**src/rtl/ppe_pkg.sv**
```systemverilog
package ppe_pkg;
   // Tracking phase of the estimator
   typedef enum logic [1:0] {
      TRK_IDLE   = 2'd0,  // nothing taken since reset
      TRK_ARMED  = 2'd1,  // timing running, no estimate yet
      TRK_LOCKED = 2'd2   // estimate valid, averaging active
   } trk_state_e;
endpackage

```
**src/rtl/ppe_prescaler.sv**
```systemverilog
module ppe_prescaler #(
   parameter int unsigned PRE_W = 8
) (
   input  logic clk,
   input  logic rst_n,
   output logic tick_o
);
   if (PRE_W < 1) begin : g_bad_pre
      $error("ppe_prescaler: PRE_W must be at least 1");
   end

   logic [PRE_W-1:0] div_q;

   always_ff @(posedge clk or negedge rst_n) begin
      if (!rst_n) div_q <= '0;
      else        div_q <= div_q + 1'b1;
   end

   assign tick_o = &div_q;


   tick_gap_chk: assert property (@(posedge clk) disable iff (!rst_n)
      tick_o |=> !tick_o);
endmodule

```
**src/rtl/ppe_threshold.sv**
```systemverilog
module ppe_threshold #(
   parameter int unsigned AMP_W    = 8,
   parameter int unsigned FLOOR    = 16,
   parameter int unsigned DECAY_W  = 6,
   parameter bit          DECAY_EN = 1'b1
) (
   input  logic             clk,
   input  logic             rst_n,
   input  logic             tick_i,
   input  logic             blank_i,
   input  logic             load_i,
   input  logic [AMP_W-1:0] amp_i,
   input  logic             mode_i,
   output logic [AMP_W-1:0] thr_o
);
   localparam logic [AMP_W-1:0] FLOOR_V = AMP_W'(FLOOR);

   if (AMP_W < 2) begin : g_bad_amp
      $error("ppe_threshold: AMP_W must be at least 2");
   end
   if (FLOOR >= (1 << AMP_W)) begin : g_bad_floor
      $error("ppe_threshold: FLOOR does not fit in AMP_W bits");
   end
   if (DECAY_W < 1) begin : g_bad_decay
      $error("ppe_threshold: DECAY_W must be at least 1");
   end

   if (DECAY_EN) begin : g_decay
      logic [AMP_W-1:0]   thr_q;
      logic [DECAY_W-1:0] age_q;
      logic [AMP_W-1:0]   halved;

      assign halved = thr_q >> 1;

      always_ff @(posedge clk or negedge rst_n) begin
         if (!rst_n) begin
            thr_q <= FLOOR_V;
            age_q <= '0;
         end else if (load_i) begin
            thr_q <= (amp_i < FLOOR_V) ? FLOOR_V : amp_i;
            age_q <= '0;
         end else if (tick_i && !blank_i) begin
            age_q <= age_q + 1'b1;
            if (&age_q) thr_q <= (halved < FLOOR_V) ? FLOOR_V : halved;
         end
      end

      assign thr_o = mode_i ? thr_q : FLOOR_V;


      thr_floor_chk: assert property (@(posedge clk) disable iff (!rst_n)
         thr_q >= FLOOR_V);

      thr_fall_chk: assert property (@(posedge clk) disable iff (!rst_n)
         !load_i |=> thr_q <= $past(thr_q));
   end else begin : g_const
      assign thr_o = FLOOR_V;
   end
endmodule

```
**src/rtl/ppe_tracker.sv**
```systemverilog
module ppe_tracker
   import ppe_pkg::*;
#(
   parameter int unsigned PER_W = 10
) (
   input  logic             clk,
   input  logic             rst_n,
   input  logic             tick_i,
   input  logic             accept_i,
   output logic [PER_W-1:0] period_o,
   output logic             vld_o,
   output logic             blank_o
);
   localparam logic [PER_W-1:0] CNT_MAX = '1;

   if (PER_W < 2) begin : g_bad_per
      $error("ppe_tracker: PER_W must be at least 2");
   end

   trk_state_e       st_q;
   logic [PER_W-1:0] cnt_q;
   logic [PER_W-1:0] est_q;
   logic [PER_W-1:0] blank_q;
   logic             vld_q;
   logic [PER_W:0]   sum;
   logic [PER_W-1:0] avg;
   logic             sat;

   assign sum = {1'b0, cnt_q} + {1'b0, est_q};
   assign avg = sum[PER_W:1];
   assign sat = (cnt_q == CNT_MAX);

   always_ff @(posedge clk or negedge rst_n) begin
      if (!rst_n) begin
         st_q    <= TRK_IDLE;
         cnt_q   <= '0;
         est_q   <= '0;
         blank_q <= '0;
         vld_q   <= 1'b0;
      end else if (accept_i) begin
         cnt_q   <= '0;
         vld_q   <= 1'b0;
         blank_q <= '0;
         if (st_q == TRK_IDLE || sat) begin
            st_q <= TRK_ARMED;
         end else if (st_q == TRK_ARMED) begin
            st_q    <= TRK_LOCKED;
            est_q   <= cnt_q;
            blank_q <= cnt_q >> 1;
            vld_q   <= 1'b1;
         end else begin
            est_q   <= avg;
            blank_q <= avg >> 1;
            vld_q   <= 1'b1;
         end
      end else begin
         vld_q <= 1'b0;
         if (tick_i) begin
            if (!sat)              cnt_q   <= cnt_q + 1'b1;
            if (blank_q != '0)     blank_q <= blank_q - 1'b1;
         end
      end
   end

   assign period_o = est_q;
   assign vld_o    = vld_q;
   assign blank_o  = (blank_q != '0);


   cnt_sat_chk: assert property (@(posedge clk) disable iff (!rst_n)
      (sat && !accept_i) |=> sat);

   blank_fall_chk: assert property (@(posedge clk) disable iff (!rst_n)
      !accept_i |=> blank_q <= $past(blank_q));

   avg_range_chk: assert property (@(posedge clk) disable iff (!rst_n)
      (vld_q && $past(st_q) == TRK_LOCKED) |->
         ((est_q >= $past(cnt_q)) || (est_q >= $past(est_q))) &&
         ((est_q <= $past(cnt_q)) || (est_q <= $past(est_q))));

   vld_cause_chk: assert property (@(posedge clk) disable iff (!rst_n)
      vld_q |-> $past(accept_i));
endmodule

```
**src/rtl/pitch_period_est.sv**
```systemverilog
module pitch_period_est #(
   parameter int unsigned PRE_W    = 8,
   parameter int unsigned PER_W    = 10,
   parameter int unsigned AMP_W    = 8,
   parameter int unsigned FLOOR    = 16,
   parameter int unsigned DECAY_W  = 6,
   parameter bit          DECAY_EN = 1'b1
) (
   input  logic             clk,
   input  logic             rst_n,
   input  logic             pulse_i,
   input  logic [AMP_W-1:0] amp_i,
   input  logic             decay_mode_i,
   output logic [PER_W-1:0] period_o,
   output logic             period_vld_o
);
   logic             tick;
   logic             blank;
   logic             accept;
   logic [AMP_W-1:0] thr;

   ppe_prescaler #(.PRE_W(PRE_W)) u_pre (
      .clk    (clk),
      .rst_n  (rst_n),
      .tick_o (tick)
   );

   ppe_threshold #(
      .AMP_W    (AMP_W),
      .FLOOR    (FLOOR),
      .DECAY_W  (DECAY_W),
      .DECAY_EN (DECAY_EN)
   ) u_thr (
      .clk     (clk),
      .rst_n   (rst_n),
      .tick_i  (tick),
      .blank_i (blank),
      .load_i  (accept),
      .amp_i   (amp_i),
      .mode_i  (decay_mode_i),
      .thr_o   (thr)
   );

   assign accept = pulse_i && !blank && (amp_i >= thr);

   ppe_tracker #(.PER_W(PER_W)) u_trk (
      .clk      (clk),
      .rst_n    (rst_n),
      .tick_i   (tick),
      .accept_i (accept),
      .period_o (period_o),
      .vld_o    (period_vld_o),
      .blank_o  (blank)
   );


   no_take_in_hold_chk: assert property (@(posedge clk) disable iff (!rst_n)
      (pulse_i && blank) |=> !period_vld_o);
endmodule

```
**config.mk**
```make
export PLATFORM = sky130hd
export DESIGN_NAME = pitch_period_est
export DESIGN_NICKNAME = d
export VERILOG_FILES = /design/src/rtl/ppe_pkg.sv /design/src/rtl/ppe_prescaler.sv /design/src/rtl/ppe_threshold.sv /design/src/rtl/ppe_tracker.sv /design/src/rtl/pitch_period_est.sv
export SDC_FILE = /design/constraint.sdc
export NUM_CORES = 1
export LEC_CHECK = 0
export CAP_MARGIN = 10
export CORE_UTILIZATION = 55
export CTS_BUF_LIST = sky130_fd_sc_hd__clkbuf_8
export CTS_CLUSTER_SIZE = 20
export DETAILED_ROUTE_END_ITERATION = 6
export GPL_TIMING_DRIVEN = 0
export PLACE_DENSITY_LB_ADDON = 0.15
export SLEW_MARGIN = 10
export SYNTH_ARGS = -nofsm -noshare
export SYNTH_HDL_FRONTEND = slang
export SYNTH_HIERARCHICAL = 1
export SYNTH_SLANG_ARGS = --single-unit
```
**constraint.sdc**
```tcl
create_clock -name clk -period 4.27 [get_ports clk]
set_input_delay 0.427 -clock clk [delete_from_list [all_inputs] [get_ports clk]]
set_output_delay 0.427 -clock clk [all_outputs]
set_load 0.01 [all_outputs]
```
======== After elaboration in Yosys (flattened, before gate mapping) ========
Cells that the tools add are included.
operators by class
  add/subtract/negate cells ............... 5
  $lt $le $gt $ge ......................... 3
  equality and inequality tests ........... 3
  mux-type cells .......................... 21
  bitwise gates (word level) .............. 1
  reductions and logical operators ........ 19
operators by type and width
  cell                   number
  $mux 10                8
  $mux 8                 5
  $mux 6                 2
  $add 10x10->11         1
  $add 10x1->10 const B  1
  $eq 10x10->1 const B   1
  $reduce_and 2->1       5
  $reduce_bool 10->1     1
  $reduce_bool 2->1      5
  $sub 10x1->10 const B  1
  $mux 9                 1
  $add 8x1->8 const B    1
  $ge 8x8->1             1
  $lt 8x5->1 const B     1
  $reduce_and 8->1       1
  $lt 7x5->1 const B     1
  $mux 7                 1
  $add 6x1->6 const B    1
  $reduce_and 6->1       1
  $mux 2                 2
  $logic_and 1x1->1      3
  $eq 2x1->1 const B     1
  $logic_not 2->1        1
  $mux 1                 2
  other kinds (4)        4
word-level totals
  register bits after elaboration ......... 55
  input port bits ......................... 12

======== Longest topological paths before layout ========
Gate-level depths: netlist of run 1.
  word-level depth ........................ 6
  mapped depth ............................ 12
  depth with buffers taken out ............ 12

======== Modules after synthesis ========
The synthesis of run 1 kept the hierarchy.
modules (own cells, without submodules)
  module            times used  cells an instance  area each (µm²)  sequential area each (µm²)
  ppe_tracker       1           251                2,257.2          825.8
  ppe_threshold     1           84                 823.3            351.6
  ppe_prescaler     1           24                 329.1            200.2
  pitch_period_est  1           28                 203.9            0.0

======== Least setup slack after synthesis of run 1 ========
No wires, ideal clock.
  kind .................................... reg2reg
  from .................................... register u_trk.blank_q[0]
  to ...................................... register u_trk.est_q[6] (netlist: u_trk/period_o[6])
  library setup time ...................... 134 ps
  data arrival time ....................... 2,879 ps
  required time ........................... 4,136 ps
  slack ................................... 1,257 ps
  cell stages (with the launch flop) ...... 11
  buffers on the path ..................... 1
  period minus slack after synthesis ...... 3,013 ps
  cell sequence ........................... dfrtp_1 -> inv_1 -> ha_1 -> or3b_2 -> or3_4 -> a2111oi_2 -> o31a_1 -> o21ai_4 -> buf_4 -> nand2_1 -> o21ai_0
on the way
  word-level cells in the longest chain between the ends .. 5
ends and longest elaborated chain
  item                               RTL line                RTL
  start: declaration                 ppe_tracker.sv:23       logic [PER_W-1:0] blank_q;
  start signal: assignment           ppe_tracker.sv:49       blank_q <= cnt_q >> 1;
  start signal: assignment           ppe_tracker.sv:53       blank_q <= avg >> 1;
  start signal: assignment           ppe_tracker.sv:60       if (blank_q != '0) blank_q <= blank_q - 1'b1;
  $reduce_bool 10->1                 ppe_tracker.sv:67       assign blank_o = (blank_q != '0);
  named net blank                    pitch_period_est.sv:18  logic blank;
  $logic_not 1->1                    pitch_period_est.sv:44  assign accept = pulse_i && !blank && (amp_i >= thr);
  $logic_and 1x1->1 (2 in a row)     pitch_period_est.sv:44
  named net accept                   pitch_period_est.sv:19  logic accept;
  $reduce_and 2->1 (no source line)  -
  end signal: assignment             ppe_tracker.sv:48       est_q <= cnt_q;
  end signal: assignment             ppe_tracker.sv:52       est_q <= avg;
  end: declaration                   ppe_tracker.sv:22       logic [PER_W-1:0] est_q;
The timed path passes the listed nets, and every way through them passes these cells.
A chain may end at the register's enable or synchronous reset.

======== Worst setup path after layout of run 1 ========
  from .................................... input decay_mode_i
  to ...................................... register u_trk.blank_q[1]
on the way
  word-level cells in the longest chain between the ends .. 5
ends and longest elaborated chain
  item                                RTL line                RTL
  start: declaration                  pitch_period_est.sv:13  input logic decay_mode_i,
  $mux 8 (*)                          ppe_threshold.sv:48     assign thr_o = mode_i ? thr_q : FLOOR_V;
  named net thr[0]                    pitch_period_est.sv:20  logic [AMP_W-1:0] thr;
  $ge 8x8->1 (*)                      pitch_period_est.sv:44
  $logic_and 1x1->1 (*)               pitch_period_est.sv:44
  named net accept                    pitch_period_est.sv:19
  $reduce_bool 2->1 (no source line)  -
  $reduce_and 2->1 (no source line)   -
Mark *: on every way through the listed nets, which the timed path passes. The rest lies on a longest branch.

==> Implementation_results.wiki, run 1 <==
{| class="wikitable"
! Metric !! Value
|-
| Result of the run || completed
|-
| Post-layout net count || 451
|-
| P&R area growth vs syn || 11.9%
|-
| Area of the placeable core || 6350 µm²
|-
| Ys Warns || 6
|-
| Placed wire-length estimate after detailed placement || 5780 µm
|-
| Share of the yosys chip area belonging to registers || approximately two fifths
|-
| Upper clock frequency limit || about 270 MHz
|-
| Synth area leader || dfrtp_1
|-
| Antenna Cells || 0
|-
| Most frequent standard cell in the layout excluding fill and tap cells || dfrtp_1
|-
| Number of hold-slack violations in the final timing report || 0
|-
| Sinks on Clock Net || 55
|-
| Initial cell density of the core || 56.9%
|-
| Initial antenna violation count || 0
|-
| Syn_nets || between 400 and 500
|-
| Site Rows || 29
|-
| Longest Clk Path Bufs || 2
|-
| Number of flops mapped to enable cells by yosys || 0
|-
| Final-layout fill cell count || 540
|-
| Cell count of the worst reg-to-reg path || 10
|-
| RePlAce Congestion || 0.898
|-
| DRT antenna net count || 0
|-
| Maximum fanout count along the critical path || 10
|-
| Required time reported for the critical path endpoint || 4510 ps
|-
| Startpoint types || primary input
|-
| Clock buffers created by TritonCTS || 5
|-
| Fraction of registers with async set/reset || 100%
|-
| Grt ovf || 0
|-
| Mapped cell area || 3610 µm²
|-
| Count of buffers inserted at the top-level ports || 22
|-
| RSZ-0062 raised after global routing || false
|-
| Time the final worst path needs with I/O delays and setup || 3750 ps
|-
| Gr usage total || between 20% and 30%
|-
| Crit path capture type || flop
|-
| Layout cells sized above 1 || 9.57%
|-
| Clock-pin slew on the worst setup and hold paths || 110 ps
|-
| Share of the clock period used by the worst path after layout || 87.7%
|-
| Violation count after the first detailed-routing iteration || 199
|-
| Die height || about 83 µm
|-
| DR vias || 2993
|-
| Areal power density over the cells || 260 nW/µm²
|-
| Number of global-route vias before repair || 2793
|-
| Clock Root Buffer || clkbuf_8
|-
| Library cells used by synthesis || slightly below 70
|-
| Total die area || around 6900 µm²
|-
| Residual DRC || 0
|-
| Per-instance average area after synthesis || between 9 and 10 µm²
|-
| Least-Margin Pin Slew || just over 1000 ps
|-
| H-Tree Level Count || 2
|-
| Source-to-sink clock delay at the later pin of the worst-skew pair || 320 ps
|-
| Routed wire length || 7640 µm
|-
| Vias per std cell || 6.05
|-
| Leading cell types in the layout, fill and taps excluded || 54 x dfrtp_1, 31 x nand2_1, 27 x nor2_1, 22 x a21oi_1
|-
| Max_slew headroom || 31.2%
|-
| Clock tree from TritonCTS || done
|-
| Worst clock skew || about 7.7 ps
|-
| Mean routed wirelength per cell || 15.4 µm
|-
| Area contributors post-synth || dfrtp_1 37%, ha_1 7.3%, nand2_1 3.2%
|-
| #FFs+latches synth || 55
|-
| Syn Inst Count || 387
|-
| Leak Pwr || between 1.5 and 2 nW
|-
| Main flop type after synthesis || dfrtp_1
|-
| Crit path arrival time || ~4000 ps
|-
| Portion of synthesized cell area occupied by the leading cell type || 37.4%
|-
| Critical path start-end classification || primary input to flop
|-
| Sum of negative setup slack || 0 ps
|-
| Max Slew Vio Count || 0
|-
| Maximum number of pins on one net before global-route repair || 36
|-
| Width of the chip || 83.1 µm
|-
| Final-report setup violation count || 0
|-
| Number of placed I/O pins || 23
|-
| Peak VDD IR || 0.156 mV
|-
| Hold-fix buffers, CTS || 0
|-
| Count of TritonRoute iterations in the first routing pass || 4
|-
| First-pass GRT wire length || approximately 13000 µm
|-
| Max-cap viol count || 0
|-
| Path class of the lowest-slack min-delay path || primary input to asynchronous set/reset pin
|-
| Tightest hold margin || between 60 and 70 ps
|-
| Buffers inserted during post-CTS setup optimization || 0
|-
| Post-cts gate resize count || 0
|}
report_power, final:
part | internal (mW) | leakage, nW | switching (mW)
clock | 0.122 | 0.0502 | 0.185
combinational | 0.0738 | 1.06 | 0.0909
sequential | 0.545 | 0.648 | 0.0347
cells in the mapped netlist, types with 3 or more instances:
library cell	count
nand2_1	31
and3_1	6
xnor2_1	11
nor3_1	10
nor2b_1	7
nand3_1	16
mux2_2	3
nor2_1	27
ha_1	21
o32ai_1	4
o21ai_1	3
o211ai_1	3
buf_4	3
a21oi_1	22
o31ai_1	4
dfrtp_1	54
a41oi_1	3
clkbuf_1	4
a31oi_1	4
nand3b_1	3
and2_1	8
mux2i_1	6
nor4_2	3
or3_1	7
o2111ai_1	3
nand2b_1	4
a211oi_1	3
a21o_1	8
nor4b_1	3
o31a_1	3
nor3b_1	5
buf_2	3
o21ai_0	20
inv_1	21
xor2_1	8
nand4_1	3
critical path: stages:
cell,delay (ps)
clkdlybuf4s50_1,520
and2_1,190
ha_1,260
nand2b_1,90
a2111oi_0,90
or3_1,390
a2111oi_2,880
o31a_1,460
o21ai_4,190
inv_2,140
o211ai_1,160
a22oi_1,190
path summary, 6_finish.rpt:
path / from / end / slack, ps
max in group asynchronous: rst_n / u_trk/period_o[7] / 3650
min in group clk: u_pre/div_q[7] / u_pre/div_q[7] / 480
worst min-delay path: rst_n / u_thr/g_decay.age_q[3] / 60
worst min register to register: u_pre/div_q[7] / u_pre/div_q[7] / 480
worst max-delay path: decay_mode_i / u_trk/blank_q[1] / 520
worst max register to register: u_trk/blank_q[0] / u_trk/blank_q[1] / 580
logic make-up after synthesis:
kind of cell	count (synthesis)	share of synthesized area (%)
AND/OR/NAND/NOR	152	24.4
AO/OA/AOI/OAI	97	18.5
flip-flops	55	38.1
multiplexers	9	2.60
XOR/XNOR	19	4.61
buffers and inverters	33	3.88
adder cells (fa/ha/maj)	22	7.83
sequential cells by signal (all words and copies together) (netlist names):
signal               cells
u_trk/vld_o              1
u_trk/st_q               2
u_thr/g_decay.age_q      6
u_pre/div_q              8
u_trk/blank_q           10
u_trk/cnt_q             10
u_thr/g_decay.thr_q      8
u_trk/period_o          10
routing by layer:
layer	part of all wire [%]	vias up	track usage [%]
li1	-	1477	-
met1	50	1449	33.9
met2	46	62	38.0
met3	3.2	5	3.28
met4	0.72	0	4.23
met5	0	-	0
stage by stage:
stage | util (%) | instances | setup slack (ps) | power, mW | instance area [µm²]
2_1_floorplan | - | 387 | 1260 | 0.694 | 3610
3_3_place_gp | 61.9 | 486 | 232 | 0.746 | 3930
3_5_place_dp | 62.1 | 487 | 201 | 0.754 | 3950
4_1_cts | 63.7 | 495 | 533 | 1.06 | 4040
5_1_grt | 63.7 | 495 | 219 | 1.11 | 4040
6_report | 63.7 | 495 | 524 | 1.05 | 4040
layout make-up:
| cell class | count | area, µm² | area share (%) |
|---|---|---|---|
| clock inverters | 3 | 28.8 | 0.712 |
| well taps | 77 | 96.3 | 2.38 |
| flip-flops and latches | 55 | 1380 | 34.1 |
| clock buffers | 5 | 68.8 | 1.70 |
| repair buffers | 23 | 235 | 5.82 |
| multi-input cells | 299 | 2100 | 51.8 |
| inverters | 22 | 82.6 | 2.04 |
| plain buffers | 11 | 57.6 | 1.42 |
Note: power is estimated with default switching activity, not from simulation.
==> run 2: changes to the inputs <==
--- a/config.mk
+++ b/config.mk
@@ -11,6 +11,7 @@
 export CTS_CLUSTER_SIZE = 20
 export DETAILED_ROUTE_END_ITERATION = 6
 export GPL_TIMING_DRIVEN = 0
+export MAX_ROUTING_LAYER = met4
 export PLACE_DENSITY_LB_ADDON = 0.15
 export SLEW_MARGIN = 10
 export SYNTH_ARGS = -nofsm -noshare
==> Implementation_results.wiki, run 2 (synthesized netlist as in run 1, its figures left out) <==
{| class="wikitable"
! Metric !! Value
|-
| Reg-to-reg critical path endpoint || u_trk/blank_q[1]
|-
| Gate power share || 15.7% (about the same)
|-
| H-Tree Level Count || 2 (unchanged)
|-
| Initial cell density of the core || 56.9% (unchanged)
|-
| Clock buffers created by TritonCTS || 5 (unchanged)
|-
| Die height || 83.1 µm (unchanged)
|-
| Antenna Cells || 0 (unchanged)
|-
| Placed wire-length estimate after detailed placement || 5780 µm (unchanged)
|-
| Final core occ || 63.7% (unchanged)
|-
| Switching Power || 310 µW (about the same)
|-
| P&R area growth vs syn || 11.9% (unchanged)
|-
| Post-cts gate resize count || 0 (unchanged)
|-
| Mean routed wirelength per cell || 15.4 µm (about the same)
|-
| Internal power summed over all cells || 741 µW (about the same)
|-
| Final-report setup violation count || 0 (unchanged)
|-
| Instance count after placement with tap cells included || 487 (unchanged)
|-
| Critical path start-end classification || primary input to flop
|-
| Upper clock frequency limit || 267 MHz (-0.10%)
|-
| Time the final worst path needs with I/O delays and setup || 3750 ps (+3.82 ps)
|-
| Critical path buffer and inverter count || 2 (unchanged)
|-
| Vias per std cell || 6.03 (-0.20%)
|-
| Max Slew Vio Count || 0 (unchanged)
|-
| Max-cap viol count || 0 (unchanged)
|-
| Clock tree from TritonCTS || done
|-
| Leak Pwr || 1.76 nW (unchanged)
|-
| Cell count of the worst reg-to-reg path || 10 (unchanged)
|-
| Clock-pin slew on the worst setup and hold paths || 110 ps (about the same)
|-
| DR vias || 2987 (-0.20%)
|-
| Result of the run || completed
|-
| Count of TritonRoute iterations in the first routing pass || 4 (unchanged)
|-
| Gr usage total || 24.1% (+0.68 points)
|-
| Crit path capture type || flop
|-
| Post-layout net count || 451 (unchanged)
|-
| Number of global-route vias before repair || 2793 (unchanged)
|-
| Grt ovf || 0 (unchanged)
|-
| Sinks on Clock Net || 55 (unchanged)
|-
| Number of placed I/O pins || 23 (unchanged)
|-
| Crit path max-delay cell type || a2111oi_2
|-
| Cell Chain, Critical Path || clkdlybuf4s50_1 > and2_1 > ha_1 > nand2b_1 > a2111oi_0 > or3_1 > a2111oi_2 > o31a_1 > o21ai_4 > inv_2 > o211ai_1 > a22oi_1
|-
| Residual DRC || 0 (unchanged)
|-
| Least-Margin Pin Slew || 1030 ps (unchanged)
|-
| Total die area || 6900 µm² (unchanged)
|-
| Leading cell types in the layout, fill and taps excluded || 54 x dfrtp_1, 31 x nand2_1, 27 x nor2_1, 22 x a21oi_1
|-
| Post-route total power || 1.05 mW (about the same)
|-
| Worst clock skew || 7.61 ps (-0.0691 ps)
|-
| Worst setup slack for register-to-register paths || 570 ps (about the same)
|-
| Hold-fix buffers, CTS || 0 (unchanged)
|-
| Violation count after the first detailed-routing iteration || 199 (unchanged)
|-
| Reg area || 1380 µm² (unchanged)
|-
| Sum of negative setup slack || 0 ps (unchanged)
|-
| Number of hold-slack violations in the final timing report || 0 (unchanged)
|-
| Maximum number of pins on one net before global-route repair || 36 (unchanged)
|-
| Max_slew headroom || 31.2% (unchanged)
|-
| Initial antenna violation count || 0 (unchanged)
|-
| RePlAce Congestion || 0.913 (+1.7%)
|-
| Layout cells sized above 1 || 9.57% (unchanged)
|-
| Width of the chip || 83.1 µm (unchanged)
|-
| Crit Reg-Reg Startpoint || u_trk/blank_q[0]
|-
| Maximum fanout count along the critical path || 10 (unchanged)
|-
| Reg power frac || 55.2% (about the same)
|-
| Path class of the lowest-slack min-delay path || primary input to asynchronous set/reset pin
|-
| Peak VDD IR || 0.156 mV (about the same)
|-
| Most frequent standard cell in the layout excluding fill and tap cells || dfrtp_1
|-
| Final standard cell count with taps included and fillers excluded || 495 (unchanged)
|-
| RSZ-0062 raised after global routing || false
|-
| DRT antenna net count || 0 (unchanged)
|-
| Clock Root Buffer || clkbuf_8
|-
| Source-to-sink clock delay at the later pin of the worst-skew pair || 320 ps (about the same)
|-
| Required time reported for the critical path endpoint || 4510 ps (about the same)
|-
| First-pass GRT wire length || 13200 µm (unchanged)
|-
| Count of buffers inserted at the top-level ports || 22 (unchanged)
|-
| CP delay by family, top || compound AO/OA/AOI/OAI gates
|-
| Share of the clock period used by the worst path after layout || 87.8% (+0.089 points)
|-
| Switching part of the total power || 29.5% (about the same)
|-
| Area taken by multi-input logic gates || 2100 µm² (unchanged)
|-
| Site Rows || 29 (unchanged)
|-
| Buffers inserted during post-CTS setup optimization || 0 (unchanged)
|-
| Crit path arrival time || 3990 ps (about the same)
|-
| Startpoint types || primary input
|-
| Routed wire length || 7630 µm (about the same)
|-
| Areal power density over the cells || 260 nW/µm² (about the same)
|-
| Tightest hold margin || 63.5 ps (+0.102 ps)
|-
| Final-layout fill cell count || 540 (unchanged)
|-
| Clock share of power || 29.1% (about the same)
|-
| Peak per-stage delay on the critical path || 880 ps (about the same)
|-
| Longest Clk Path Bufs || 2 (unchanged)
|-
| Area of the placeable core || 6350 µm² (unchanged)
|}
run 2: cell counts in the layout (fill, tap and decap cells not counted):
No cell type changed its count.
run 2: final cells by class:
type	count	area share [%]
inverter	22	2.04
tap	77	2.38
clock buffer	5	1.70
clock inverter	3	0.712
sequential	55	34.1
timing repair buffer	23	5.82
multi-input combinational	299	51.8
buffer	11	1.42
run 2: layer usage:
layer / global-route usage, % / vias to the layer above / part of all wire, %
met3: 3.28 / 5 / 3.3
met5: - / - / 0
li1: - / 1478 / -
met4: 4.23 / 0 / 0.71
met1: 33.9 / 1444 / 50
met2: 38.0 / 60 / 46
run 2: worst max path at each step:
stage,from,endpoint,slack [ps],cells past startpoint
floorplan,u_trk/blank_q[0],u_trk/period_o[6],1260,10
global placement,decay_mode_i,u_trk/blank_q[1],230,12
detailed placement,decay_mode_i,u_trk/blank_q[1],200,12
CTS,decay_mode_i,u_trk/blank_q[1],530,12
global route,decay_mode_i,u_trk/blank_q[1],220,12
finish,decay_mode_i,u_trk/blank_q[1],520,12
run 2: power by group through the flow:
stage	registers (mW)	clock network, mW	logic (mW)
floorplan	0.580	0	0.115
global placement	0.589	0	0.157
detailed placement	0.590	0	0.164
CTS	0.580	0.316	0.165
global route	0.585	0.334	0.188
finish	0.580	0.306	0.165
run 2: per-stage QoR:
step	cell area (µm²)	worst slack, ps
after floorplan	3610	1260
after global placement	3930	232
after detailed placement	3950	201
after CTS	4040	533
after global routing	4040	219
final	4040	521
==> run 3: changes to the inputs <==
--- a/config.mk
+++ b/config.mk
@@ -5,6 +5,7 @@
 export SDC_FILE = /design/constraint.sdc
 export NUM_CORES = 1
 export LEC_CHECK = 0
+export ABC_AREA = 1
 export CAP_MARGIN = 10
 export CORE_UTILIZATION = 55
 export CTS_BUF_LIST = sky130_fd_sc_hd__clkbuf_8
==> Implementation_results.wiki, run 3 <==
{| class="wikitable"
! Metric !! Value
|-
| Maximum number of pins on one net before global-route repair || 37 (+2.8%)
|-
| Gate power share || 29.5% (+14 points)
|-
| Violation count after the first detailed-routing iteration || 174 (-13%)
|-
| Worst clock skew || 14.2 ps (+6.64 ps)
|-
| Initial cell density of the core || 57.6% (+0.74 points)
|-
| Width of the chip || 84.0 µm (+1.2%)
|-
| Share of the yosys chip area belonging to registers || 37.2% (-0.91 points)
|-
| Maximum fanout count along the critical path || 10 (unchanged)
|-
| Fraction of registers with async set/reset || 100% (unchanged)
|-
| Time the final worst path needs with I/O delays and setup || 2950 ps (-796 ps)
|-
| Post-route total power || 1.44 mW (+37%)
|-
| Leading cell types in the layout, fill and taps excluded || 161 x nand2_1, 69 x inv_1, 59 x nor2_1, 54 x dfrtp_1, 40 x nand3_1
|-
| Reg power frac || 47.2% (-8.0 points)
|-
| Initial antenna violation count || 0 (unchanged)
|-
| Gr usage total || 25.0% (+0.91 points)
|-
| Number of flops mapped to enable cells by yosys || 0 (unchanged)
|-
| Buffers inserted during post-CTS setup optimization || 0 (unchanged)
|-
| RSZ-0062 raised after global routing || false
|-
| Syn Inst Count || 519 (+34%)
|-
| CP delay by family, top || simple AND/OR/NAND/NOR gates
|-
| Sum of negative setup slack || 0 ps (unchanged)
|-
| Routed wire length || 7810 µm (+2.3%)
|-
| Vias per std cell || 5.30 (-12%)
|-
| Per-instance average area after synthesis || 7.13 µm² (-24%)
|-
| Die height || 84.0 µm (+1.2%)
|-
| RePlAce Congestion || 0.902 (-1.2%)
|-
| Site Rows || 29 (unchanged)
|-
| Internal power summed over all cells || 959 µW (+29%)
|-
| Synth area leader || dfrtp_1
|-
| Cell with the most instances after synthesis || nand2_1
|-
| Max_slew headroom || 61.4% (+30 points)
|-
| Upper clock frequency limit || 339 MHz (+27%)
|-
| Layout cells sized above 1 || 7.10% (-2.5 points)
|-
| Post-layout net count || 582 (+29%)
|-
| Max Slew Vio Count || 0 (unchanged)
|-
| Critical path start-end classification || flop to flop
|-
| Clock Root Buffer || clkbuf_8
|-
| Clock buffers created by TritonCTS || 5 (unchanged)
|-
| Number of placed I/O pins || 23 (unchanged)
|-
| Main flop type after synthesis || dfrtp_1
|-
| DR vias || 3316 (+11%)
|-
| Library cells used by synthesis || 38 (-44%)
|-
| Area of the placeable core || 6420 µm² (+1.1%)
|-
| Crit path arrival time || 3210 ps (-780 ps)
|-
| Max-cap viol count || 0 (unchanged)
|-
| Least-Margin Pin Slew || 578 ps (-451 ps)
|-
| Hold-fix buffers, CTS || 0 (unchanged)
|-
| Leak Pwr || 2.18 nW (+24%)
|-
| #FFs+latches synth || 55 (unchanged)
|-
| Peak VDD IR || 0.223 mV (+43%)
|-
| Crit path max-delay cell type || clkbuf_1
|-
| Post-cts gate resize count || 0 (unchanged)
|-
| Clock tree from TritonCTS || done
|-
| Placed wire-length estimate after detailed placement || 5980 µm (+3.4%)
|-
| Startpoint types || flop
|-
| Area contributors post-synth || dfrtp_1 36%, nand2_1 16%, ha_1 7.1%
|-
| Number of hold-slack violations in the final timing report || 0 (unchanged)
|-
| Share of the clock period used by the worst path after layout || 69.2% (-19 points)
|-
| Failing checks || DRC
|-
| Crit path capture type || flop
|-
| Longest Clk Path Bufs || 2 (unchanged)
|-
| Path class of the lowest-slack min-delay path || primary input to asynchronous set/reset pin
|-
| Sinks on Clock Net || 55 (unchanged)
|-
| Count of buffers inserted at the top-level ports || 21 (-4.5%)
|-
| DRT antenna net count || 0 (unchanged)
|-
| Areal power density over the cells || 348 nW/µm² (+34%)
|-
| Number of global-route vias before repair || 3148 (+13%)
|-
| Total die area || 7060 µm² (+2.4%)
|-
| Ys Warns || 6 (unchanged)
|-
| Mean routed wirelength per cell || 12.5 µm (-19%)
|-
| Clock share of power || 23.2% (-5.9 points)
|-
| Residual DRC || 2 (+2)
|-
| Mapped cell area || 3700 µm² (+2.5%)
|-
| Cell repeated most along the worst path || nand2_1
|-
| Critical path buffer and inverter count || 4 (+2)
|-
| P&R area growth vs syn || 11.6%
|-
| Portion of synthesized cell area occupied by the leading cell type || 36.5% (-0.90 points)
|-
| Result of the run || finished, violations left
|-
| Commonest cells in the synthesized netlist || 161 x nand2_1, 67 x inv_1, 59 x nor2_1, 54 x dfrtp_1, 40 x nand3_1
|-
| H-Tree Level Count || 2 (unchanged)
|-
| Final-report setup violation count || 0 (unchanged)
|-
| Required time reported for the critical path endpoint || 4530 ps (+20 ps)
|-
| Grt ovf || 0 (unchanged)
|-
| Peak per-stage delay on the critical path || 480 ps (-400 ps)
|-
| First-pass GRT wire length || 14000 µm (+5.9%)
|-
| Count of TritonRoute iterations in the first routing pass || 7 (+3)
|-
| Most frequent standard cell in the layout excluding fill and tap cells || nand2_1
|-
| Source-to-sink clock delay at the later pin of the worst-skew pair || 310 ps (about the same)
|-
| Cell Chain, Critical Path || inv_1 > ha_1 > nand2_1 > nor2_1 > nand3_1 > nor2_1 > nand2_1 > inv_1 > clkbuf_1 > nand3_2 > inv_1 > nand3_1 > nand2_1 > nand2_1 > nand2_1
|-
| Clock-pin slew on the worst setup and hold paths || 100 ps (about the same)
|-
| Switching part of the total power || 33.2% (+3.7 points)
|-
| Syn_nets || 553 (+31%)
|-
| Antenna Cells || 0 (unchanged)
|-
| Switching Power || 477 µW (+54%)
|}
## run 3: area by class of cell
cell class | count | area [µm²]
timing repair buffer | 22 | 225
inverter | 68 | 255
tap | 77 | 96.3
buffer | 8 | 43.8
clock buffer | 5 | 68.8
clock inverter | 3 | 37.5
sequential | 55 | 1380
fill | 555 | 2290
multi-input combinational | 388 | 2030
## run 3: per-stage QoR
| stage | worst slack [ps] | util [%] | instance area, µm² | std cells | hold slack (ps) |
|---|---|---|---|---|---|
| finish | 1320 | 64.3 | 4130 | 626 | 70.4 |
| global route | 829 | 64.3 | 4130 | 626 | 95.8 |
| CTS | 1290 | 64.3 | 4130 | 626 | 82.7 |
| detailed placement | 979 | 62.7 | 4020 | 618 | 425 |
| global placement | 990 | 62.4 | 4010 | 617 | 455 |
| floorplan | 1740 | - | 3700 | 519 | 131 |
## run 3: routing by layer
metal | track usage, % | share of wire (%) | vias to the layer above
li1 | - | - | 1705
met1 | 31.5 | 46 | 1531
met2 | 42.6 | 48 | 72
met3 | 2.97 | 4.0 | 8
met4 | 7.05 | 1.6 | 0
met5 | - | 0 | -
## run 3: power groups by stage
stage / clock network, mW / registers [mW] / logic (mW)
2_1_floorplan: 0 / 0.670 / 0.326
3_3_place_gp: 0 / 0.683 / 0.408
3_5_place_dp: 0 / 0.688 / 0.423
4_1_cts: 0.347 / 0.677 / 0.425
5_1_grt: 0.368 / 0.692 / 0.500
6_report: 0.334 / 0.679 / 0.424
## run 3: path summary, 6_finish.rpt
| kind | from | end | slack (ps) | cells past startpoint |
|---|---|---|---|---|
| hold reg to reg | u_pre/div_q[0] | u_pre/div_q[0] | 480 | 1 |
| min in group clk | u_pre/div_q[0] | u_pre/div_q[0] | 480 | 1 |
| max in group asynchronous | rst_n | u_thr/g_decay.thr_q[4] | 3570 | 2 |
| setup / recovery | u_trk/blank_q[0] | u_trk/blank_q[1] | 1320 | 15 |
| setup reg to reg | u_trk/blank_q[0] | u_trk/blank_q[1] | 1320 | 15 |
| hold / removal | rst_n | u_trk/period_o[6] | 70 | 1 |
## run 3: cells by family (layout without fill, tap and decap cells)
group / after synthesis / after routing / synth area share (%)
adder cells (fa/ha/maj): 22 / 22 / 7.64
flip-flops: 55 / 55 / 37.2
XOR/XNOR: 11 / 11 / 2.60
AO/OA/AOI/OAI: 62 / 62 / 9.94
buffers and inverters: 76 / 106 / 8.08
AND/OR/NAND/NOR: 293 / 293 / 34.5
## run 3: worst register-to-register path: cells and delay by family, from the launching register on
family / cells / cell delay (ps)
AND/OR/NAND/NOR: 10 / 1330
buffers and inverters: 4 / 950
adder cells (fa/ha/maj): 1 / 240
flip-flops: 1 / 370
